File: src/rtl/fe_pkg.sv
package fe_pkg;

  // Source of the response registered in a cycle.
  typedef enum logic [1:0] {
    SRC_NONE = 2'd0,
    SRC_HIT  = 2'd1,
    SRC_WAKE = 2'd2
  } rsp_src_e;

  // Index of the lowest set bit; 0 when no bit is set.
  function automatic int lowest_set(input logic [31:0] m);
    int r;
    r = 0;
    for (int i = 31; i >= 0; i--) begin
      if (m[i]) r = i;
    end
    return r;
  endfunction

  // Pick the response source; waking readers outrank direct hits.
  function automatic rsp_src_e pick_src(input logic hit, input logic wake);
    if (wake) return SRC_WAKE;
    if (hit) return SRC_HIT;
    return SRC_NONE;
  endfunction

endpackage

File: src/rtl/fe_tag_array.sv
module fe_tag_array #(
  parameter int ADDR_W = 4,
  parameter int DATA_W = 16
) (
  input  logic              clk,
  input  logic              rst_n,
  input  logic              clear_all,
  input  logic              wr_en,
  input  logic [ADDR_W-1:0] wr_addr,
  input  logic [DATA_W-1:0] wr_data,
  input  logic [ADDR_W-1:0] q_addr,
  output logic              q_full,
  output logic [DATA_W-1:0] q_data,
  input  logic [ADDR_W-1:0] d_addr,
  output logic [DATA_W-1:0] d_data
);
  localparam int DEPTH = 1 << ADDR_W;

  logic [DATA_W-1:0] mem [DEPTH];
  logic [DEPTH-1:0]  tag;

  always_ff @(posedge clk) begin
    if (wr_en) mem[wr_addr] <= wr_data;
  end

  always_ff @(posedge clk) begin
    if (!rst_n)         tag <= '0;
    else if (clear_all) tag <= '0;
    else if (wr_en)     tag[wr_addr] <= 1'b1;
  end

  assign q_full = tag[q_addr];
  assign q_data = mem[q_addr];
  assign d_data = mem[d_addr];


  clear_empties_chk: assert property (@(posedge clk) disable iff (!rst_n)
    clear_all |=> (tag == '0));


  write_fills_chk: assert property (@(posedge clk) disable iff (!rst_n)
    (wr_en && !clear_all) |=> tag[$past(wr_addr)]);


  write_stores_chk: assert property (@(posedge clk) disable iff (!rst_n)
    wr_en |=> (mem[$past(wr_addr)] == $past(wr_data)));

endmodule

File: src/rtl/fe_pend_table.sv
module fe_pend_table #(
  parameter int ADDR_W = 4,
  parameter int TID_W  = 4,
  parameter int N      = 4
) (
  input  logic              clk,
  input  logic              rst_n,
  input  logic              push,
  input  logic [TID_W-1:0]  push_tid,
  input  logic [ADDR_W-1:0] push_addr,
  input  logic              wake,
  input  logic [ADDR_W-1:0] wake_addr,
  input  logic              pop,
  output logic              full,
  output logic              any_woken,
  output logic [TID_W-1:0]  pop_tid,
  output logic [ADDR_W-1:0] pop_addr
);
  import fe_pkg::*;

  localparam int CW = $clog2(N + 1);

  // Entries kept packed in arrival order: index 0 is the oldest.
  logic [TID_W-1:0]  e_tid  [N];
  logic [ADDR_W-1:0] e_addr [N];
  logic [N-1:0]      e_vld;
  logic [N-1:0]      e_wok;

  logic [TID_W-1:0]  n_tid  [N];
  logic [ADDR_W-1:0] n_addr [N];
  logic [N-1:0]      n_vld;
  logic [N-1:0]      n_wok;

  logic [CW-1:0] cnt;
  int            oldest;

  assign cnt       = CW'($countones(e_vld));
  assign full      = e_vld[N-1];
  assign any_woken = |e_wok;
  assign oldest    = lowest_set(32'(e_wok));

  always_comb begin
    pop_tid  = '0;
    pop_addr = '0;
    for (int i = 0; i < N; i++) begin
      if (i == oldest) begin
        pop_tid  = e_tid[i];
        pop_addr = e_addr[i];
      end
    end
  end

  always_comb begin
    n_tid  = e_tid;
    n_addr = e_addr;
    n_vld  = e_vld;
    n_wok  = e_wok;
    if (pop) begin
      for (int i = 0; i < N; i++) begin
        if (i >= oldest) begin
          if (i < N - 1) begin
            n_tid[i]  = e_tid[i+1];
            n_addr[i] = e_addr[i+1];
            n_vld[i]  = e_vld[i+1];
            n_wok[i]  = e_wok[i+1];
          end else begin
            n_vld[i] = 1'b0;
            n_wok[i] = 1'b0;
          end
        end
      end
    end
    if (wake) begin
      for (int i = 0; i < N; i++) begin
        if (e_vld[i] && (e_addr[i] == wake_addr)) n_wok[i] = 1'b1;
      end
    end
    if (push) begin
      for (int i = 0; i < N; i++) begin
        if (i == int'(cnt)) begin
          n_tid[i]  = push_tid;
          n_addr[i] = push_addr;
          n_vld[i]  = 1'b1;
          n_wok[i]  = 1'b0;
        end
      end
    end
  end

  always_ff @(posedge clk) begin
    if (!rst_n) begin
      e_vld <= '0;
      e_wok <= '0;
      for (int i = 0; i < N; i++) begin
        e_tid[i]  <= '0;
        e_addr[i] <= '0;
      end
    end else begin
      e_vld  <= n_vld;
      e_wok  <= n_wok;
      e_tid  <= n_tid;
      e_addr <= n_addr;
    end
  end


  no_push_when_full_chk: assert property (@(posedge clk) disable iff (!rst_n)
    push |-> !full);


  one_op_chk: assert property (@(posedge clk) disable iff (!rst_n)
    $onehot0({push, wake, pop}));


  pop_shrinks_chk: assert property (@(posedge clk) disable iff (!rst_n)
    pop |=> (cnt == $past(cnt) - CW'(1)));


  pop_needs_woken_chk: assert property (@(posedge clk) disable iff (!rst_n)
    pop |-> any_woken);

endmodule

File: src/rtl/fe_sync_mem.sv
module fe_sync_mem #(
  parameter int ADDR_W     = 4,
  parameter int DATA_W     = 16,
  parameter int TID_W      = 4,
  parameter int PEND_DEPTH = 4
) (
  input  logic              clk,
  input  logic              rst_n,
  input  logic              clear_all,
  input  logic              req_valid,
  output logic              req_ready,
  input  logic              req_write,
  input  logic [ADDR_W-1:0] req_addr,
  input  logic [DATA_W-1:0] req_wdata,
  input  logic [TID_W-1:0]  req_tid,
  output logic              rsp_valid,
  output logic [TID_W-1:0]  rsp_tid,
  output logic [DATA_W-1:0] rsp_data
);
  import fe_pkg::*;

  logic              q_full;
  logic [DATA_W-1:0] q_data;
  logic [DATA_W-1:0] d_data;
  logic              tbl_full;
  logic              draining;
  logic [TID_W-1:0]  pop_tid;
  logic [ADDR_W-1:0] pop_addr;

  // Named request events.
  logic acc, wr_fire, hit_fire, park_fire, drain_fire;
  rsp_src_e src;

  assign req_ready  = !clear_all && !draining &&
                      (req_write || q_full || !tbl_full);
  assign acc        = req_valid && req_ready;
  assign wr_fire    = acc && req_write;
  assign hit_fire   = acc && !req_write && q_full;
  assign park_fire  = acc && !req_write && !q_full;
  assign drain_fire = draining;
  assign src        = pick_src(hit_fire, drain_fire);

  fe_tag_array #(.ADDR_W(ADDR_W), .DATA_W(DATA_W)) u_array (
    .clk       (clk),
    .rst_n     (rst_n),
    .clear_all (clear_all),
    .wr_en     (wr_fire),
    .wr_addr   (req_addr),
    .wr_data   (req_wdata),
    .q_addr    (req_addr),
    .q_full    (q_full),
    .q_data    (q_data),
    .d_addr    (pop_addr),
    .d_data    (d_data)
  );

  fe_pend_table #(.ADDR_W(ADDR_W), .TID_W(TID_W), .N(PEND_DEPTH)) u_pend (
    .clk       (clk),
    .rst_n     (rst_n),
    .push      (park_fire),
    .push_tid  (req_tid),
    .push_addr (req_addr),
    .wake      (wr_fire),
    .wake_addr (req_addr),
    .pop       (drain_fire),
    .full      (tbl_full),
    .any_woken (draining),
    .pop_tid   (pop_tid),
    .pop_addr  (pop_addr)
  );

  always_ff @(posedge clk) begin
    if (!rst_n) begin
      rsp_valid <= 1'b0;
      rsp_tid   <= '0;
      rsp_data  <= '0;
    end else begin
      rsp_valid <= (src != SRC_NONE);
      case (src)
        SRC_WAKE: begin
          rsp_tid  <= pop_tid;
          rsp_data <= d_data;
        end
        SRC_HIT: begin
          rsp_tid  <= req_tid;
          rsp_data <= q_data;
        end
        default: ;
      endcase
    end
  end


  drain_blocks_chk: assert property (@(posedge clk) disable iff (!rst_n)
    draining |-> !req_ready);


  full_stalls_chk: assert property (@(posedge clk) disable iff (!rst_n)
    (tbl_full && !req_write && !q_full) |-> !req_ready);


  clear_blocks_chk: assert property (@(posedge clk) disable iff (!rst_n)
    clear_all |-> !req_ready);


  hit_answers_chk: assert property (@(posedge clk) disable iff (!rst_n)
    hit_fire |=> (rsp_valid && rsp_tid == $past(req_tid) && rsp_data == $past(q_data)));


  single_source_chk: assert property (@(posedge clk) disable iff (!rst_n)
    $onehot0({hit_fire, drain_fire}));

endmodule

File: config.mk
export PLATFORM = sky130hd
export DESIGN_NAME = fe_sync_mem
export DESIGN_NICKNAME = d
export VERILOG_FILES = /design/src/rtl/fe_pkg.sv /design/src/rtl/fe_tag_array.sv /design/src/rtl/fe_pend_table.sv /design/src/rtl/fe_sync_mem.sv
export SDC_FILE = /design/constraint.sdc
export NUM_CORES = 1
export LEC_CHECK = 0
export BUFFER_PORTS_ARGS = -buffer_cell sky130_fd_sc_hd__buf_2
export CAP_MARGIN = 20
export CORE_MARGIN = 8
export CORE_UTILIZATION = 55
export DETAILED_ROUTE_END_ITERATION = 8
export PLACE_DENSITY = 0.75
export SLEW_MARGIN = 20
export SYNTH_ARGS = -nofsm -noshare
export SYNTH_HDL_FRONTEND = slang
export SYNTH_SLANG_ARGS = --single-unit
File: constraint.sdc
create_clock -name clk -period 3.4 [get_ports clk]
set_clock_uncertainty 0.1 [all_clocks]
set_input_delay 0.34 -clock clk [delete_from_list [all_inputs] [get_ports clk]]
set_output_delay 0.34 -clock clk [all_outputs]
set_load 0.01 [all_outputs]
# Word level (Yosys, flattened, before mapping)
# Memories as Yosys holds them, arrays and structs flattened.
# Cells that the tools add are included.
# Widths: inputs -> output; s select.
[totals]
reg_bits = 77
latchBits = 0
ram_bits = 256
romBits = 0
in_bits = 29
output_inout_bits = 22
wordCells = 134
n_memories = 1
[op_classes]
add_sub_neg = 3
mul = 0
div = 0
magnitude_cmp = 6
n_eq_ne = 12
shift = 0
n_mux = 70
bitwise = 2
n_reduce_logical = 26
[mem_list]
columns = ["name", "words", "word_bits", "rd", "rd_ports_with_merged_regs", "write_ports", "line_no", "text"]
rows = [
  ["u_array.mem", 16, 16, 2, 0, 1, "fe_tag_array.sv:19", "logic [DATA_W-1:0] mem [DEPTH];"],
]
[op_table]
columns = ["cell", "count"]
rows = [
  ["$mux 4", 27],
  ["$logic_not 32->1", 1],
  ["$mux 16", 2],
  ["$pmux 16 s2", 1],
  ["$mux 1", 27],
  ["$mux 12", 2],
  ["$eq 4x4->1", 4],
  ["$mux 2", 8],
  ["$or 16x16->16", 1],
  ["$logic_and 1x1->1", 12],
  ["$pmux 4 s2", 1],
  ["$eq 3x3->1 const A", 2],
  ["$logic_not 1->1", 5],
  ["$lt 4x5->1 const B", 1],
  ["$add 1x1->2", 2],
  ["$bmux 1 s4", 1],
  ["$demux 1 s4", 1],
  ["$eq 2x2->1 const A", 2],
  ["$ge 1x2->1 const A", 2],
  ["$ge 2x2->1 const A", 2],
  ["$ge 4x1->1 const B", 1],
  ["$reduce_bool 2->1", 2],
  ["$reduce_or 4->1", 1],
  ["$add 3x3->3", 1],
  ["9 further kinds", 10],
]

# Longest topological paths before layout
[logic_depth]
depth_word = 14
mapped_depth = 12
mapped_depth_nobuf = 8

# Hierarchy
# A second synthesis with hierarchy kept.
[unflattened]
cells_unflattened = 992
hier_area_um2 = 15416.0
[by_module_without_submodules]
columns = ["module", "n_inst", "cells_per_inst", "area_per_inst_um2", "seq_area_each_um2"]
rows = [
  ["fe_tag_array", 1, 597, 12177.9, 8007.7],
  ["fe_pend_table", 1, 297, 2240.9, 800.8],
  ["fe_sync_mem", 1, 98, 997.2, 420.4],
]

# Worst setup path after synthesis
# No wires, ideal clock.
[synth_path]
path_type = "reg2reg"
from = "reg u_pend.e_wok[2]"
to = "mem u_array.mem[8][0], enable pin"
setup_time_ns = 0.412
t_arrival_ns = 2.856
t_required_ns = 2.888
path_slack_ns = 0.032
stages_incl_launch_ff = 8
n_path_buf = 2
synth_period_minus_slack_ns = 3.368
path_cell_list = "dfxtp_1 clkbuf_1 or4_1 nor2_1 and3_1 clkbuf_1 nand3_1 nor3_1"
[synth_between]
elab_chain_cells = 8
[synth_lines]
columns = ["element", "line_no", "text"]
rows = [
  ["from (decl)", "fe_pend_table.sv:27", "logic [N-1:0] e_wok;"],
  ["from (signal assigned)", "fe_pend_table.sv:100", "e_wok <= n_wok;"],
  ["$reduce_or 4->1", "fe_pend_table.sv:39", "assign any_woken = |e_wok;"],
  ["$logic_not 1->1", "fe_sync_mem.sv:34", "assign req_ready = !clear_all && !draining &&"],
  ["$logic_and 1x1->1 (2 in series)", "fe_sync_mem.sv:34", ""],
  ["$logic_and 1x1->1", "fe_sync_mem.sv:36", "assign acc = req_valid && req_ready;"],
  ["$logic_and 1x1->1", "fe_sync_mem.sv:37", "assign wr_fire = acc && req_write;"],
  ["$mux 1", "fe_tag_array.sv:23", "if (wr_en) mem[wr_addr] <= wr_data;"],
  ["$mux 1 (implied by the code)", "fe_tag_array.sv:23", ""],
  ["to (decl)", "fe_tag_array.sv:19", ""],
]
# No other way between the ends.

# Worst setup path in the final report
[layout_path]
from = "reg u_pend.e_wok[2]"
to = "reg u_pend.e_addr[13] in the netlist's numbering"
[layout_between]
elab_chain_cells = 8
elab_cells_between_ends = 15
cone_classes = "order compare: 1; mux: 7; reduce/logical: 7"
[layout_lines]
columns = ["element", "line_no", "text"]
rows = [
  ["$mux 2 / $reduce_or 4->1 (equally long branches)", "fe_pkg.sv:15, fe_pend_table.sv:39", ""],
  ["$mux 2 / $logic_not 1->1 (equally long branches)", "fe_pkg.sv:15, fe_sync_mem.sv:34", ""],
  ["$mux 2 / $logic_and 1x1->1 (equally long branches)", "fe_pkg.sv:15, fe_sync_mem.sv:34", ""],
  ["$ge 1x2->1 / $logic_and 1x1->1 (equally long branches)", "fe_pend_table.sv:60, fe_sync_mem.sv:34", ""],
  ["$mux 4 / $logic_and 1x1->1 (equally long branches)", "fe_pend_table.sv:60, fe_sync_mem.sv:36", ""],
  ["$mux 12 / $logic_and 1x1->1 (equally long branches)", "fe_pend_table.sv:58, fe_sync_mem.sv:39", ""],
  ["$mux 4 / $logic_and 1x1->1 (equally long branches)", "fe_pend_table.sv:80, fe_sync_mem.sv:39", ""],
  ["$mux 16 *", "fe_pend_table.sv:78", "if (push) begin"],
  ["to (signal assigned)", "fe_pend_table.sv:102", "e_addr <= n_addr;"],
  ["to (decl)", "fe_pend_table.sv:25", "logic [ADDR_W-1:0] e_addr [N];"],
]
# Mark *: on every way between the ends. The rest lies on a longest branch, timed or not.
# A chain may end at the register's enable or synchronous reset.

==> summary.md <==
| Metric | Value |
|---|---|
| Flops & latches, synth | 333 |
| Synth area leader | edfxtp_1 |
| WHS Path Cells | 3 |
| Vias after detailed routing | around 11000 |
| Most used DFF post-synth | edfxtp_1 |
| R2r worst-path depth | 8 |
| PwrDens | between 400 and 500 nW/µm² |
| Final setup TNS | 0 ns |
| Commonest non-fill, non-tap cell in the layout | edfxtp_1 |
| Synthesized area | 15600 µm² |
| Initial Util | 56.0% |
| Commonest non-fill, non-tap cells in the layout | edfxtp_1, nand2_1, a21oi_1 |
| Met2 global-route usage | 37.6% |
| Run status | complete, no violations |
| DR vias/cell | 6.54 |
| Vias in the first global route | 10700 |
| Final wirelength | 41100 µm |
| Data arrival time of the critical path | 3.36 ns |
| Remaining Overflow, GRT | 0 |
| Total CTS buffers | 36 |
| Peak supply drop | 0.487 mV |
| Synthesis Warnings | 0 |
| Critical Path Source Type | flop |
| CTS tree | built |
| Tcrit/Tclk final | approximately 90% |
| # IOs | between 50 and 60 |
| M3 GR Usage | 4.78% |
| Synth area leaders | edfxtp_1, mux4_2, dfxtp_1 |
| Core region area | 27900 µm² |
| Placed cells | 1585 |
| Detailed-route DRC error count | 0 |
| Gr busiest metal | met2 |
| WL/cell | 24.9 µm |
| Fin Hold WS | approximately 0.034 ns |
| Total chip power | 8.80 mW |
| Setup Crit Path Kind | reg2reg |
| Overall routing resource usage | around a quarter |
| Filler cell count | 1988 |
| WP data required | ~3.7 ns |
| Gpl congestion | 0.857 |
| R2r endpoint | u_pend.e_addr[13] |
| Max_slew headroom | between 30% and 40% |
| Crit path max fanout | 17 |
| Met1 GRT Util | roughly 34% |
| R2R Setup Slk | roughly 0.35 ns |
| Non-Filler Instances | 1651 |
| Share of layout cells above drive strength 1 | 25.2% |
| Clock Tree Buf Depth | 3 |
| Min-Delay Path Class | in2reg |
| Post-Syn Instances | 1175 |
| Root buf cell | clkbuf_16 |
| Avg Cell Area, Syn | 13.3 µm² |
| Synthesis-to-layout area growth | 14.8% |
| Max-Cap Viols | 0 |
| Final Hold Viols | 0 |
| # hold bufs at CTS | 0 |
| Initial DRT Pass Iterations | 6 |
| CP Capture Type | flop |
| Reg-to-Reg Start | u_pend.e_wok[2] |
| DP Wirelength | 25400 µm |
| Die height | between 150 and 200 µm |
| Final #Nets | 1278 |
| Final instance area | 17900 µm² |
| Hold_sp | req_tid[3] |
| Crit-path slowest cell | or4_1 |
| Post-synth top area share | ~50% |
| CP max stage delay | 0.65 ns |
| Seq/Total Area, Yosys | 59.2% |
| Minimum clock period after layout | 3.05 ns |
| Slew @ Worst Pin | just over 1 ns |
| Clk slew on worst S/H paths | roughly 0.06 ns |
| Async SR Flop Fraction | 0% |
| Clock latency at the later pin of the worst-skew pair | 0.51 ns |
| Initial antenna violation count | 2 |
| First-pass GRT wire length | around 64000 µm |
| Largest net degree at the start of global routing | 50 |
| Fin. max-slew vios | 0 |
| Finish-stage setup viols | 0 |
| Post-Syn Nets | 1208 |
| Synth unique cells | 54 |
| Leak | 6.21 nW |
| Worst Hold Path EP | u_pend.e_tid[3] |
| Routed Antenna Nets | 0 |
| H-tree levels | 2 |
| CP Cell Sequence | or4_1, nor4b_2, buf_4, nor4b_4, nor3b_4, buf_4, a211oi_1, a211oi_1 |
| RSZ-0062 raised after global routing | false |
| Achievable frequency | ~0.33 GHz |
| Die Wd | 184 µm |
| DP Area | ~17000 µm² |
| Port Buffer Count | 50 |
| 1st-iter DRT viols | approximately 1400 |
| Clock sinks | 333 |
| Row cnt | between 60 and 70 |
| Number of synthesized flops with an enable pin | 256 |
| Die area | 34000 µm² |
[layout make-up]
type                       instances  area (µm²)  area share (%)
timing repair buffer             124         936            5.23
tap                              378         473            2.64
multi-input combinational        742        6040            33.8
clock inverter                    16         185            1.04
antenna                            2        5.00          0.0280
inverter                           8        30.0           0.168
sequential                       333        9230            51.6
clock buffer                      48         987            5.52
[per-stage QoR]
step / setup WS, ns / util (%)
2_1_floorplan: 0.0320 / -
3_3_place_gp: 0.248 / 60.0
3_5_place_dp: 0.200 / 60.0
6_report: 0.354 / 64.2
4_1_cts: 0.154 / 64.2
5_1_grt: 0.190 / 64.2
[how the worst max path moves through the flow]
| stage | to | slack (ns) | start | depth (start not counted) |
|---|---|---|---|---|
| 2_1_floorplan | u_array.mem[8][0] | 0.03 | u_pend.e_wok[2] | 7 |
| 3_3_place_gp | rsp_data[8] | 0.25 | u_pend.e_wok[1] | 7 |
| 3_5_place_dp | rsp_data[8] | 0.20 | u_pend.e_wok[1] | 7 |
| 4_1_cts | rsp_data[8] | 0.15 | u_pend.e_wok[1] | 7 |
| 5_1_grt | rsp_data[8] | 0.19 | u_pend.e_wok[1] | 7 |
| 6_report | u_pend.e_addr[13] | 0.35 | u_pend.e_wok[2] | 8 |
[cells by family (layout without fill, tap and decap cells)]
family	Yosys count	after routing	share of synthesized area [%]
buf+inv	100	196	2.54
mux	151	151	17.8
xor+xnor	13	13	0.730
compound gates	245	245	9.67
other cells	0	2	0
simple gates	329	329	9.70
fa+ha+maj	4	4	0.369
flops	333	333	59.2
[sequential cells by signal, indices dropped and copies added, names as in the netlist]
name           flops
rsp_data          16
rsp_tid            4
rsp_valid          1
u_array.mem      256
u_array.tag       16
u_pend.e_addr     16
u_pend.e_tid      16
u_pend.e_vld       4
u_pend.e_wok       4
[synthesized netlist by cell type (13+ instances only)]
| library cell | n |
|---|---|
| nor2b_1 | 19 |
| buf_2 | 14 |
| a22oi_1 | 35 |
| a221oi_1 | 13 |
| o21a_1 | 18 |
| mux2i_1 | 36 |
| nand3_1 | 64 |
| nand2_1 | 161 |
| dfxtp_1 | 77 |
| mux2_2 | 16 |
| clkbuf_1 | 59 |
| o21ai_0 | 37 |
| mux4_2 | 99 |
| buf_1 | 18 |
| a21oi_1 | 110 |
| edfxtp_1 | 256 |
| nor2_1 | 44 |
[timing repair]
item                                    4_1_cts  5_1_grt
endpoints found under the setup margin        0        3
buffers inserted                              0        0
resized for setup                             0        1
hold endpoints to repair                      0        0
[per-layer routing]
metal  wire length [µm]  vias up  share of wire (%)
met5                  0        -                  0
met4               1440        0                3.5
met3               4100      102                 10
met2              19100      641                 46
met1              16600     5378                 40
li1                   -     4683                  -
[where the power goes]
| group | internal [mW] | total, mW | switching, mW |
|---|---|---|---|
| combinational | 0.217 | 0.514 | 0.297 |
| sequential | 4.39 | 4.41 | 0.0115 |
| clock | 2.35 | 3.88 | 1.54 |
| total | 6.96 | 8.80 | 1.84 |
[worst max-delay path, delay by kind of cell, from the launching register on]
| family | cells | cell delay, ns |
|---|---|---|
| buffers and inverters | 2 | 0.47 |
| flip-flops | 1 | 0.40 |
| AO/OA/AOI/OAI | 2 | 0.34 |
| AND/OR/NAND/NOR | 4 | 1.63 |
No activity file was read; power rests on OpenSTA's default activity.
